### src/rtl/dtlb_pkg.sv
package dtlb_pkg;

    localparam int NENT  = 4;
    localparam int IDX_W = $clog2(NENT);

    // top = 0 : half 0 holds the older pair
    // half[h] = 0 : the lower entry of half h is older
    typedef struct packed {
        logic       top;
        logic [1:0] half;
    } plru_t;

    function automatic plru_t plru_touch(plru_t s, logic [IDX_W-1:0] idx);
        plru_t n;
        n             = s;
        n.top         = ~idx[1];
        n.half[idx[1]] = ~idx[0];
        return n;
    endfunction

    function automatic logic [IDX_W-1:0] plru_pick(plru_t s);
        return {s.top, s.half[s.top]};
    endfunction

endpackage

### src/rtl/dtlb_cam.sv
module dtlb_cam #(
    parameter int NENT   = 4,
    parameter int VPN_W  = 20,
    parameter int ASID_W = 8,
    localparam int IW    = $clog2(NENT)
) (
    input  logic [NENT-1:0]             vld,
    input  logic [NENT-1:0]             glob,
    input  logic [NENT-1:0][VPN_W-1:0]  tag_vpn,
    input  logic [NENT-1:0][ASID_W-1:0] tag_asid,
    input  logic [VPN_W-1:0]            key_vpn,
    input  logic [ASID_W-1:0]           key_asid,
    output logic                        hit,
    output logic [IW-1:0]               hit_idx
);

    logic [NENT-1:0] match;

    for (genvar i = 0; i < NENT; i++) begin : g_cmp
        assign match[i] = vld[i] && (tag_vpn[i] == key_vpn) &&
                          (glob[i] || (tag_asid[i] == key_asid));
    end

    always_comb begin
        hit_idx = '0;
        for (int i = NENT - 1; i >= 0; i--) begin
            if (match[i]) hit_idx = IW'(i);
        end
        hit = |match;
    end

endmodule

### src/rtl/dtlb_plru.sv
module dtlb_plru
    import dtlb_pkg::*;
(
    input  plru_t            cur,
    input  logic [NENT-1:0]  vld,
    input  logic             touch_en,
    input  logic [IDX_W-1:0] touch_idx,
    output logic [IDX_W-1:0] victim,
    output plru_t            nxt
);

    always_comb begin
        victim = plru_pick(cur);
        for (int i = NENT - 1; i >= 0; i--) begin
            if (!vld[i]) victim = IDX_W'(i);
        end
        nxt = touch_en ? plru_touch(cur, touch_idx) : cur;
    end

endmodule

### src/rtl/dtlb_micro.sv
module dtlb_micro
    import dtlb_pkg::*;
#(
    parameter int VA_W   = 32,
    parameter int PA_W   = 36,
    parameter int OFS_W  = 12,
    parameter int ASID_W = 8,
    parameter int ATTR_W = 3,
    localparam int VPN_W = VA_W - OFS_W,
    localparam int PFN_W = PA_W - OFS_W
) (
    input  logic              clk,
    input  logic              rst_n,
    input  logic              lk_valid,
    input  logic [VA_W-1:0]   lk_vaddr,
    input  logic [ASID_W-1:0] lk_asid,
    input  logic              flush,
    input  logic              rf_valid,
    input  logic [VPN_W-1:0]  rf_vpn,
    input  logic [ASID_W-1:0] rf_asid,
    input  logic              rf_global,
    input  logic [PFN_W-1:0]  rf_pfn,
    input  logic [ATTR_W-1:0] rf_attr,
    output logic              lk_hit,
    output logic [PA_W-1:0]   lk_paddr,
    output logic [ATTR_W-1:0] lk_attr,
    output logic              rq_valid,
    output logic [VPN_W-1:0]  rq_vpn,
    output logic [ASID_W-1:0] rq_asid
);

    typedef struct packed {
        logic [NENT-1:0]              vld;
        logic [NENT-1:0]              glob;
        logic [NENT-1:0][VPN_W-1:0]   vpn;
        logic [NENT-1:0][ASID_W-1:0]  asid;
        logic [NENT-1:0][PFN_W-1:0]   pfn;
        logic [NENT-1:0][ATTR_W-1:0]  attr;
        plru_t                        plru;
        logic                         pend;
        logic [VPN_W-1:0]             rvpn;
        logic [ASID_W-1:0]            rasid;
    } state_t;

    state_t s_q, s_d;

    logic             cam_hit;
    logic [IDX_W-1:0] cam_idx;
    logic [IDX_W-1:0] victim;
    logic             accept_d;
    logic             fill_d;
    logic             touch_d;
    logic [IDX_W-1:0] touch_idx_d;
    plru_t            plru_nxt;

    dtlb_cam #(
        .NENT   (NENT),
        .VPN_W  (VPN_W),
        .ASID_W (ASID_W)
    ) u_cam (
        .vld      (s_q.vld),
        .glob     (s_q.glob),
        .tag_vpn  (s_q.vpn),
        .tag_asid (s_q.asid),
        .key_vpn  (lk_vaddr[VA_W-1:OFS_W]),
        .key_asid (lk_asid),
        .hit      (cam_hit),
        .hit_idx  (cam_idx)
    );

    dtlb_plru u_plru (
        .cur       (s_q.plru),
        .vld       (s_q.vld),
        .touch_en  (touch_d),
        .touch_idx (touch_idx_d),
        .victim    (victim),
        .nxt       (plru_nxt)
    );

    always_comb begin
        accept_d    = lk_valid && !flush && !s_q.pend;
        fill_d      = s_q.pend && rf_valid && !flush;
        lk_hit      = accept_d && cam_hit;
        touch_d     = lk_hit || fill_d;
        touch_idx_d = fill_d ? victim : cam_idx;

        lk_paddr = '0;
        lk_attr  = '0;
        if (lk_hit) begin
            lk_paddr = {s_q.pfn[cam_idx], lk_vaddr[OFS_W-1:0]};
            lk_attr  = s_q.attr[cam_idx];
        end

        s_d      = s_q;
        s_d.plru = plru_nxt;
        if (flush) begin
            s_d.vld  = '0;
            s_d.pend = 1'b0;
        end else if (fill_d) begin
            s_d.vld[victim]  = 1'b1;
            s_d.glob[victim] = rf_global;
            s_d.vpn[victim]  = rf_vpn;
            s_d.asid[victim] = rf_asid;
            s_d.pfn[victim]  = rf_pfn;
            s_d.attr[victim] = rf_attr;
            s_d.pend         = 1'b0;
        end else if (accept_d && !cam_hit) begin
            s_d.pend  = 1'b1;
            s_d.rvpn  = lk_vaddr[VA_W-1:OFS_W];
            s_d.rasid = lk_asid;
        end

        rq_valid = s_q.pend;
        rq_vpn   = s_q.rvpn;
        rq_asid  = s_q.rasid;
    end

    always_ff @(posedge clk or negedge rst_n) begin
        if (!rst_n) s_q <= '0;
        else        s_q <= s_d;
    end

endmodule

### config.mk
export PLATFORM = sky130hd
export DESIGN_NAME = dtlb_micro
export DESIGN_NICKNAME = d
export VERILOG_FILES = /design/src/rtl/dtlb_pkg.sv /design/src/rtl/dtlb_cam.sv /design/src/rtl/dtlb_plru.sv /design/src/rtl/dtlb_micro.sv
export SDC_FILE = /design/constraint.sdc
export NUM_CORES = 1
export LEC_CHECK = 0
export ABC_AREA = 1
export BUFFER_PORTS_ARGS = -buffer_cell sky130_fd_sc_hd__buf_2
export CAP_MARGIN = 20
export CORE_ASPECT_RATIO = 0.6
export CORE_MARGIN = 4
export CORE_UTILIZATION = 30
export DETAILED_ROUTE_END_ITERATION = 8
export PLACE_DENSITY = 0.57
export SLEW_MARGIN = 20
export SYNTH_ARGS = -nofsm -noshare
export SYNTH_HDL_FRONTEND = slang
export SYNTH_SLANG_ARGS = --single-unit
### constraint.sdc
create_clock -name clk -period 1.8 [get_ports clk]
set_clock_uncertainty 0.2 [all_clocks]
set_input_delay 0.09 -clock clk [delete_from_list [all_inputs] [get_ports clk]]
set_output_delay 0.09 -clock clk [all_outputs]
set_load 0.05 [all_outputs]
==> out/summary.txt, run 1 <==
area of the multi-input gates: 7890 um2
pre-CTS setup slack: -1.03 ns
Adder-Cell Fraction of Synth Area: 0%
fin util: 48.3%
Post-synth top flop: dfrtp_1
Psw: 5.88 mW
Cells after DPL: 2922
Die H: 177 um
Cell variety after synth: 32
synthesized flop and latch total: 260
clock share of power: 34.8%
Sequential Power Share: 39.3%
switching part of the total: 32.6%
global-route wire length before repair: 86800 um
register area: 6510 um2
fin cells: 3122
vias in the first global route: 14200
Post-Synthesis Cells: 1993
most frequent cells in the layout: 537 x nand2_1, 259 x dfrtp_1, 246 x inv_1, 226 x buf_4, 158 x o21ai_0
CTS tree: yes
Finished Cell Area: 22600 um2
RSZ-0062 raised after global routing: yes
Core Rows: 61
most common cell after layout, fill and taps aside: nand2_1
fin. max-slew vios: 0
Routed WL: 59200 um
simple logic cell fraction of the synthesized area: 30.1%
total power: 18.0 mW
Final HPWL DP: 40900 um
Rel. slew slack: 67.9%
Fin Hold WS: 0.0912 ns
die area: 51500 um2
All-Layer GR Usage: 21.7%
combinational power share: 25.8%
DR vias: 15000
final worst-path cycle share: 178%
VDD IR max: 0.680 mV
Core Area: 46800 um2
clk slew on worst S/H paths: 0.07 ns
cts bufs inserted: 28
Tmin final: 3.20 ns
CP Class: reg2out
drt wl/cell: 19.0 um
Max Freq: 313 MHz
GR Overflow Total: 0
max-cap violation count: 0
mux share of post-synthesis cell area: 0%
Final Hold Viols: 0
Routability Congestion: 0.983
Seq/Total Area, Yosys: 45.4%
placement-stage cell area: 18400 um2
Avg Vias per Cell: 4.80
CTS max path bufs: 3
Leak Pwr: 10.8 nW
antenna violations before repair: 2
xor/xnor cell area share of the yosys netlist: 3.17%
Layout Area Growth over Synthesis: 57.7%
Cell Pwr Density: 797 nW/um2
setup TNS: -147.67 ns
Skew-Pair Late Insertion Delay: 0.59 ns
Initial DRT Pass Iterations: 5
Initial Util: 30.6%
PortBufs: 169
Sink Count: 260
worst min-delay path class: in2reg
initial DRC count: 1343
setup violators final: 298
post-synthesis compound-gate area fraction: 9.35%
ANT nets after route: 0
I/O pin count: 170
Final nets: 2572
critical path arrival: 2.91 ns
Chip Width: 290 um
Final WS setup: -1.40 ns
Syn Nets: 2094
largest family of logic cells by synthesized area: simple AND/OR/NAND/NOR gates
drt drc: 0
violated checks: negative setup slack
CP Launch Type: register
fillcell total: 4472
Worst Setup End Kind: primary output
status: finished, violations left
layout cells sized above 1: 35.2%
largest net degree at the start of global routing: 54
number of flops mapped to enable cells by yosys: 0
Syn. warnings: 0
post-synthesis cell area: 14300 um2
n_diodes: 0
fraction of registers with async set/reset: 100%
Crit Path Max Fanout: 7
Root Buffer Master: clkbuf_16
syn_area_per_cell: 7.19 um2
CP Data Required Time: 1.51 ns
internal power: 12.1 mW
slew at the pin closest to its max-slew limit: 0.481 ns
# H-tree levels: 1
[registers in the layout, summed over array words and instances (netlist names)]
register,flops
rq_asid,8
rq_valid,1
rq_vpn,20
s_q,231
[cell usage after synthesis (3+ instances only)]
| cell | count | share of area [%] |
|---|---|---|
| nand3b_1 | 31 | 1.6 |
| buf_2 | 25 | 0.87 |
| buf_4 | 40 | 2.1 |
| dfrtp_1 | 260 | 45 |
| nand2_2 | 3 | 0.13 |
| xor2_1 | 17 | 1.0 |
| buf_6 | 7 | 0.55 |
| and2_1 | 3 | 0.13 |
| nand3_1 | 162 | 5.7 |
| clkbuf_1 | 52 | 1.4 |
| a21oi_1 | 29 | 1.0 |
| nand2_1 | 630 | 16 |
| nor3_1 | 10 | 0.35 |
| xnor2_1 | 33 | 2.0 |
| nand4_1 | 26 | 1.1 |
| inv_1 | 255 | 6.7 |
| inv_2 | 17 | 0.45 |
| o21ai_0 | 233 | 8.1 |
| nor2_1 | 141 | 3.7 |
[critical path, stage by stage (launching register included)]
cell,delay (ns)
dfrtp_1,0.42
xnor2_2,0.33
buf_4,0.18
buf_4,0.12
nand3_2,0.07
nor2_2,0.10
nand3_1,0.11
nor2_2,0.14
nor2_2,0.06
nand2_2,0.10
nand2_8,0.14
buf_12,0.19
a21oi_4,0.20
buf_12,0.17
[metal layers]
metal / track usage (%) / vias up / share of wire, %
met1: 34.6 / 7263 / 51
met3: 5.32 / 57 / 8.0
li1: - / 7169 / -
met4: 3.46 / 2 / 1.5
met5: 0 / - / 0.012
met2: 29.6 / 488 / 39
[cells by family (layout without fill, tap and decap cells)]
kind of cell    Yosys count  in the layout
compound gates          266            266
simple gates           1019           1020
xor+xnor                 51             51
flops                   260            260
buf+inv                 397            895
[power by group through the flow]
stage	registers, mW	logic (mW)	clock network [mW]
5_1_grt	7.18	5.07	6.71
3_5_place_dp	7.13	3.95	0
4_1_cts	7.06	4.37	6.46
6_report	7.09	4.65	6.28
2_1_floorplan	7.02	2.42	0
3_3_place_gp	7.11	3.89	0
[final cells by class]
class / count / area share (%)
multi-input cells: 1337 / 34.9
flip-flops and latches: 260 / 28.8
repair buffers: 572 / 23.9
inverters: 272 / 4.55
well taps: 630 / 3.49
clock buffers: 35 / 3.39
clock inverters: 16 / 0.947
[path summary, 6_finish.rpt]
path	endpoint	slack (ns)	cells after the start	from
max in group asynchronous	rq_vpn[14]$_DFFE_PN0P_	0.30	4	rst_n
min in group asynchronous	s_q[145]$_DFFE_PN0P_	0.37	3	rst_n
setup reg to reg	rq_vpn[15]$_DFFE_PN0P_	-0.77	16	s_q[204]$_DFFE_PN0P_
setup / recovery	lk_attr[2]	-1.40	13	s_q[206]$_DFFE_PN0P_
hold / removal	rq_asid[7]$_DFFE_PN0P_	0.09	7	lk_valid
hold reg to reg	rq_vpn[11]$_DFFE_PN0P_	0.27	2	rq_vpn[11]$_DFFE_PN0P_
[timing repair]
item                                   CTS  global route
setup buffers                           18            24
pin swaps                               52            46
resized for setup                      257           214
gates cloned                            10            14
setup endpoints to repair              297           298
hold buffers                            89             0
endpoints found under the hold margin  517             0
Note: power is estimated with default switching activity, not from simulation.
==> inputs of run 2 (changes only) <==
--- a/config.mk
+++ b/config.mk
@@ -9,7 +9,6 @@
 export BUFFER_PORTS_ARGS = -buffer_cell sky130_fd_sc_hd__buf_2
 export CAP_MARGIN = 20
 export CORE_ASPECT_RATIO = 0.6
-export CORE_MARGIN = 4
 export CORE_UTILIZATION = 30
 export DETAILED_ROUTE_END_ITERATION = 8
 export PLACE_DENSITY = 0.57
==> run 2 against run 1 <==
Compared with the run above:
- the flow still finishes with violations (negative setup slack)
- largest cell class unchanged
- highest routed layer is now met4
- global-route usage up 0.20 points
- fmax up 1.4%
- largest power group unchanged
- flip-flop and latch count unchanged
==> out/summary.txt, run 2 (synthesis gave the netlist of run 1 again) <==
status: finished, violations left
violated checks: negative setup slack
Tmin final: 3.15 ns
crit path from: s_q[218]$_DFFE_PN0P_
setup violators final: 295
Leak Pwr: 10.6 nW
Layout Area Growth over Synthesis: 54.2%
CTS tree: yes
R2R Setup Slk: -0.81 ns
initial DRC count: 1457
internal power: 11.7 mW
Fin Hold WS: 0.118 ns
Final nets: 2565
Initial DRT Pass Iterations: 6
worst min-delay path class: in2reg
pre-CTS setup slack: -0.947 ns
Avg Vias per Cell: 4.75
CP Class: reg2out
fillcell total: 4602
largest net degree at the start of global routing: 60
I/O pin count: 170
Final WS setup: -1.35 ns
Root Buffer Master: clkbuf_16
Cells after DPL: 2927
CP endpoint: lk_paddr[15]
fin cells: 3116
GR Overflow Total: 0
r2r endpoint: rq_vpn[11]$_DFFE_PN0P_
# H-tree levels: 1
drt wl/cell: 17.9 um
cts bufs inserted: 27
Psw: 5.68 mW
drt drc: 0
Die H: 171 um
All-Layer GR Usage: 21.9%
CP Data Required Time: 1.51 ns
Max Freq: 317 MHz
final worst-path cycle share: 175%
die area: 48700 um2
VDD IR max: 0.724 mV
Rel. slew slack: 72.0%
reg2reg path depth: 18
Worst Setup End Kind: primary output
setup TNS: -97.96 ns
PortBufs: 169
Sink Count: 260
Cell Pwr Density: 786 nW/um2
most common cell after layout, fill and taps aside: nand2_1
clock share of power: 33.8%
vias in the first global route: 14100
DR vias: 14800
register with the most flip-flops: s_q
Initial Util: 30.7%
area of the multi-input gates: 7760 um2
critical path arrival: 2.86 ns
Routability Congestion: 1.00
Core Rows: 61
CTS max path bufs: 3
Skew-Pair Late Insertion Delay: 0.58 ns
most frequent cells in the layout: 551 x nand2_1, 257 x dfrtp_1, 245 x inv_1, 233 x buf_4, 211 x o21ai_0
Final Hold Viols: 0
ANT nets after route: 0
register area: 6510 um2
combinational power share: 25.5%
layout cells sized above 1: 33.6%
Final HPWL DP: 38800 um
CP Launch Type: register
Chip Width: 284 um
Crit Path Max Fanout: 6
Sequential Power Share: 40.7%
RR Startpoint: s_q[205]$_DFFE_PN0P_
antenna violations before repair: 1
global-route wire length before repair: 82200 um
Largest register FFs: 231
clk slew on worst S/H paths: 0.08 ns
fin. max-slew vios: 0
switching part of the total: 32.7%
Core Area: 46700 um2
Routed WL: 55700 um
fin util: 47.3%
max-cap violation count: 0
RSZ-0062 raised after global routing: yes
slew at the pin closest to its max-slew limit: 0.420 ns
-- run 2: cell count changes in the layout (fill, tap and decap cells not counted), sizes merged, moves of 2 or more --
cell / previous run / this run
clkinvlp: 3 / 6
inv: 274 / 272
clkbuf: 48 / 41
clkinv: 7 / 9
buf: 470 / 467
-- run 2: area by class of cell --
type,count,area share (%)
diodes,1,0.0113
clock buffers,32,3.23
clock inverters,18,0.838
inverters,272,4.64
multi-input cells,1338,35.1
flip-flops and latches,260,29.5
well taps,630,3.57
repair buffers,565,23.2
-- run 2: what timing repair did --
item                       in CTS  in global routing
cloned                          6                 13
hold buffers                   89                  0
hold endpoints to repair      518                  0
setup buffers                  11                 28
pin swaps                      21                103
gates resized for setup       168                206
setup endpoints to repair     298                298
-- run 2: critical path: stages, from the launching register on --
cell	delay [ns]
dfrtp_1	0.39
inv_1	0.05
nand2_1	0.08
buf_4	0.12
nand4_1	0.17
nor2_1	0.16
nand2_2	0.11
nor2_2	0.11
nand4_1	0.18
nand2_2	0.13
nand3_4	0.21
clkbuf_16	0.25
nand3_2	0.09
a21oi_4	0.06
buf_6	0.15
-- run 2: power groups by stage --
stage                     combinational [mW]  clock (mW)  sequential, mW
after floorplan                         2.42           0            7.02
after global placement                  3.85           0            7.12
after detailed placement                3.91           0            7.14
after CTS                               4.15        6.03            7.06
after global routing                    4.84        6.26            7.16
final                                   4.43        5.87            7.07
-- run 2: stage by stage --
stage / power [mW] / cell area, um2
5_1_grt: 18.3 / 22100
3_5_place_dp: 11.0 / 18400
3_3_place_gp: 11.0 / 18400
6_report: 17.4 / 22100
2_1_floorplan: 9.45 / 15100
4_1_cts: 17.2 / 21000
-- run 2: worst min path at each step --
stage	startpoint	to	slack (ns)	cells past startpoint
floorplan	rst_n	rq_asid[0]$_DFFE_PN0P_	-0.41	0
global placement	rst_n	s_q[184]$_DFFE_PN0P_	-0.17	1
detailed placement	rst_n	s_q[184]$_DFFE_PN0P_	-0.17	1
CTS	lk_valid	rq_vpn[8]$_DFFE_PN0P_	0.07	7
global route	lk_valid	rq_vpn[8]$_DFFE_PN0P_	0.12	7
finish	lk_valid	rq_vpn[8]$_DFFE_PN0P_	0.12	7
-- run 2: layer usage --
layer / vias to the layer above / share of wire (%) / global-route usage, %
li1: 7140 / - / -
met1: 7098 / 51 / 35.1
met2: 519 / 38 / 29.3
met3: 45 / 9.3 / 4.52
met4: 0 / 1.4 / 4.58
met5: - / 0 / 0
==> inputs of run 3 (changes only) <==
--- a/config.mk
+++ b/config.mk
@@ -5,13 +5,12 @@
 export SDC_FILE = /design/constraint.sdc
 export NUM_CORES = 1
 export LEC_CHECK = 0
-export ABC_AREA = 1
 export BUFFER_PORTS_ARGS = -buffer_cell sky130_fd_sc_hd__buf_2
 export CAP_MARGIN = 20
 export CORE_ASPECT_RATIO = 0.6
 export CORE_UTILIZATION = 30
 export DETAILED_ROUTE_END_ITERATION = 8
-export PLACE_DENSITY = 0.57
+export PLACE_DENSITY = 0.58
 export SLEW_MARGIN = 20
 export SYNTH_ARGS = -nofsm -noshare
 export SYNTH_HDL_FRONTEND = slang
==> run 3 against run 2 <==
Compared with the run above:
- the flow still finishes with violations (negative setup slack)
- final area down 8.5%
- utilization up 2.1 points
- routed wire length down 25%
- count of clock-buffer cells in the layout up 8
- via count down 38%
- synthesized cell count down 53%
- cell count down 38%
- sequential power down 2%
- non-clock buffer count down 87
- flip-flop and latch count unchanged
- fmax down 17%
- largest power group unchanged
==> out/summary.txt, run 3 <==
status: finished, violations left
top cell type by total area after synthesis: dfrtp_1
list of most frequent post-synthesis cells: 260 x dfrtp_1, 255 x mux2_2, 92 x xor2_1, 54 x mux2i_1, 33 x nor4_1
RSZ-0062 raised after global routing: yes
Largest register FFs: 231
Skew-Pair Late Insertion Delay: 0.56 ns
PortBufs: 169
most frequent cells in the layout: 259 x dfrtp_1, 200 x mux2_4, 136 x buf_4, 128 x buf_2, 89 x dlygate4sd3_1
Post-synth top flop: dfrtp_1
Cell Pwr Density: 814 nW/um2
CP max-delay cell: or4_4
cts bufs inserted: 28
final worst-path cycle share: 211%
most common cell after layout, fill and taps aside: dfrtp_1
All-Layer GR Usage: 19.2%
Finished Cell Area: 20200 um2
GR Overflow Total: 0
CP Class: reg2out
total power: 16.5 mW
Max Freq: 263 MHz
DR vias: 9161
Syn. warnings: 0
slew at the pin closest to its max-slew limit: 0.544 ns
initial DRC count: 461
Final Hold Viols: 0
CTS max path bufs: 3
Synth top area share: 51.6%
R2R Setup Slk: -1.25 ns
setup violators final: 298
Core Rows: 57
Fin Hold WS: 0.128 ns
Tmin final: 3.80 ns
Avg Vias per Cell: 4.76
CP cell instances: xor2_2, nor4_2, buf_4, a21oi_4, buf_6, or4_4, a41oi_4, a21bo_4, buf_12, buf_12, o22ai_4, buf_6
Cell variety after synth: 39
worst min-delay path class: in2reg
most frequent cell after synthesis: dfrtp_1
Initial Util: 30.8%
VDD IR max: 0.566 mV
critical path arrival: 3.51 ns
syn_area_per_cell: 13.5 um2
clk slew on worst S/H paths: 0.06 ns
fraction of registers with async set/reset: 100%
# H-tree levels: 1
vias in the first global route: 9715
Chip Width: 267 um
I/O pin count: 170
Routed WL: 41900 um
Worst Setup End Kind: primary output
drt drc: 0
Die H: 161 um
Final WS setup: -2.00 ns
CP Data Required Time: 1.51 ns
Final nets: 1446
Initial DRT Pass Iterations: 4
Layout Area Growth over Synthesis: 60.4%
global-route wire length before repair: 61900 um
post-synthesis cell area: 12600 um2
Syn Nets: 1034
CTS tree: yes
Post-Synthesis Cells: 933
Final HPWL DP: 27000 um
Rel. slew slack: 63.6%
Routability Congestion: 0.867
fin. max-slew vios: 0
synthesized flop and latch total: 260
ANT nets after route: 0
CP Launch Type: register
Core Area: 40900 um2
Sink Count: 260
number of flops mapped to enable cells by yosys: 0
die area: 42900 um2
largest net degree at the start of global routing: 54
placement-stage cell area: 16400 um2
layout cells sized above 1: 61.4%
Root Buffer Master: clkbuf_16
CP max stage delay: 0.51 ns
synth top area cells: dfrtp_1 52%, mux2_2 23%, xor2_1 6.4%
Crit Path Max Fanout: 6
violated checks: negative setup slack
Leak Pwr: 9.49 nW
Seq/Total Area, Yosys: 51.6%
drt wl/cell: 21.8 um
antenna violations before repair: 1
max-cap violation count: 0
register with the most flip-flops: s_q
run 3: cell count changes in the layout (fill, tap and decap cells not counted), moves of 47 or more:
cell / delta
nand3_1: -80
buf_4: -97
xor2_1: +69
nor2_1: -87
mux2_2: +55
mux2_4: +200
nand2_2: -59
nand2_1: -543
nand3_2: -64
inv_1: -243
o21ai_0: -209
mux2i_4: +47
run 3: stage by stage:
stage          instances  TNS (ns)  worst slack (ns)  util, %
2_1_floorplan        933   -100.80             -1.09        -
3_3_place_gp        1744   -168.12             -1.54     40.0
3_5_place_dp        1744   -175.94             -1.62     40.0
4_1_cts             1912   -178.01             -2.02     48.3
5_1_grt             1925   -204.30             -2.12     49.4
6_report            1925   -186.81             -2.00     49.4
run 3: routing by layer:
metal / GRT usage (%) / part of all wire [%]
met5: 0 / 0
met4: 3.13 / 1.3
met3: 3.76 / 5.2
met2: 26.4 / 41
met1: 30.9 / 52
run 3: what timing repair did:
action                     CTS  global route
pin swaps                   31            27
buffers inserted            20            15
resized for setup          232            69
cloned                      13             6
hold endpoints to repair   518             0
hold buffers                89             0
setup endpoints to repair  298           298
run 3: cell type report:
type	count	area, um2
Fill cell	3555	20700
Multi-Input combinational cell	573	7440
Sequential cell	260	6510
Timing Repair Buffer	478	4590
Clock buffer	40	817
Tap cell	560	701
Clock inverter	9	128
Inverter	4	20.0
Antenna cell	1	2.50
run 3: kinds of logic (layout without fill, tap and decap cells):
| logic type | count (synthesis) | after routing | synth area share [%] |
|---|---|---|---|
| AOI/OAI and AO/OA | 49 | 49 | 3.62 |
| xor gates and xnor gates | 112 | 112 | 7.78 |
| buffers and inverters | 100 | 531 | 4.78 |
| DFF | 260 | 260 | 51.6 |
| muxes | 309 | 309 | 27.1 |
| other | 0 | 1 | 0 |
| and+or+nand+nor | 103 | 103 | 5.10 |
run 3: worst max-delay path, delay by kind of cell, from the launching register on:
family,cells,cell delay [ns]
DFF,1,0.40
AOI/OAI and AO/OA,4,0.75
xor gates and xnor gates,1,0.16
buffers and inverters,5,0.82
and+or+nand+nor,2,0.80
run 3: worst paths after layout:
kind | endpoint | startpoint | cells after the start
worst max register to register | s_q[30]$_DFFE_PN0P_ | s_q[241]$_DFFE_PN0P_ | 10
min in group asynchronous | rq_vpn[2]$_DFFE_PN0P_ | rst_n | 3
max in group asynchronous | s_q[255]$_DFFE_PN0P_ | rst_n | 4
worst min register to register | rq_vpn[19]$_DFFE_PN0P_ | rq_vpn[19]$_DFFE_PN0P_ | 1
worst min-delay path | s_q[31]$_DFFE_PN0P_ | lk_valid | 6
worst max-delay path | lk_paddr[22] | s_q[160]$_DFFE_PN0P_ | 12
run 3: power by group:
part	internal [mW]	total, mW	leakage, nW	switching [mW]
combinational	1.85	3.53	5.57	1.68
sequential	6.43	6.93	3.45	0.500
clock	3.57	6.00	0.467	2.43
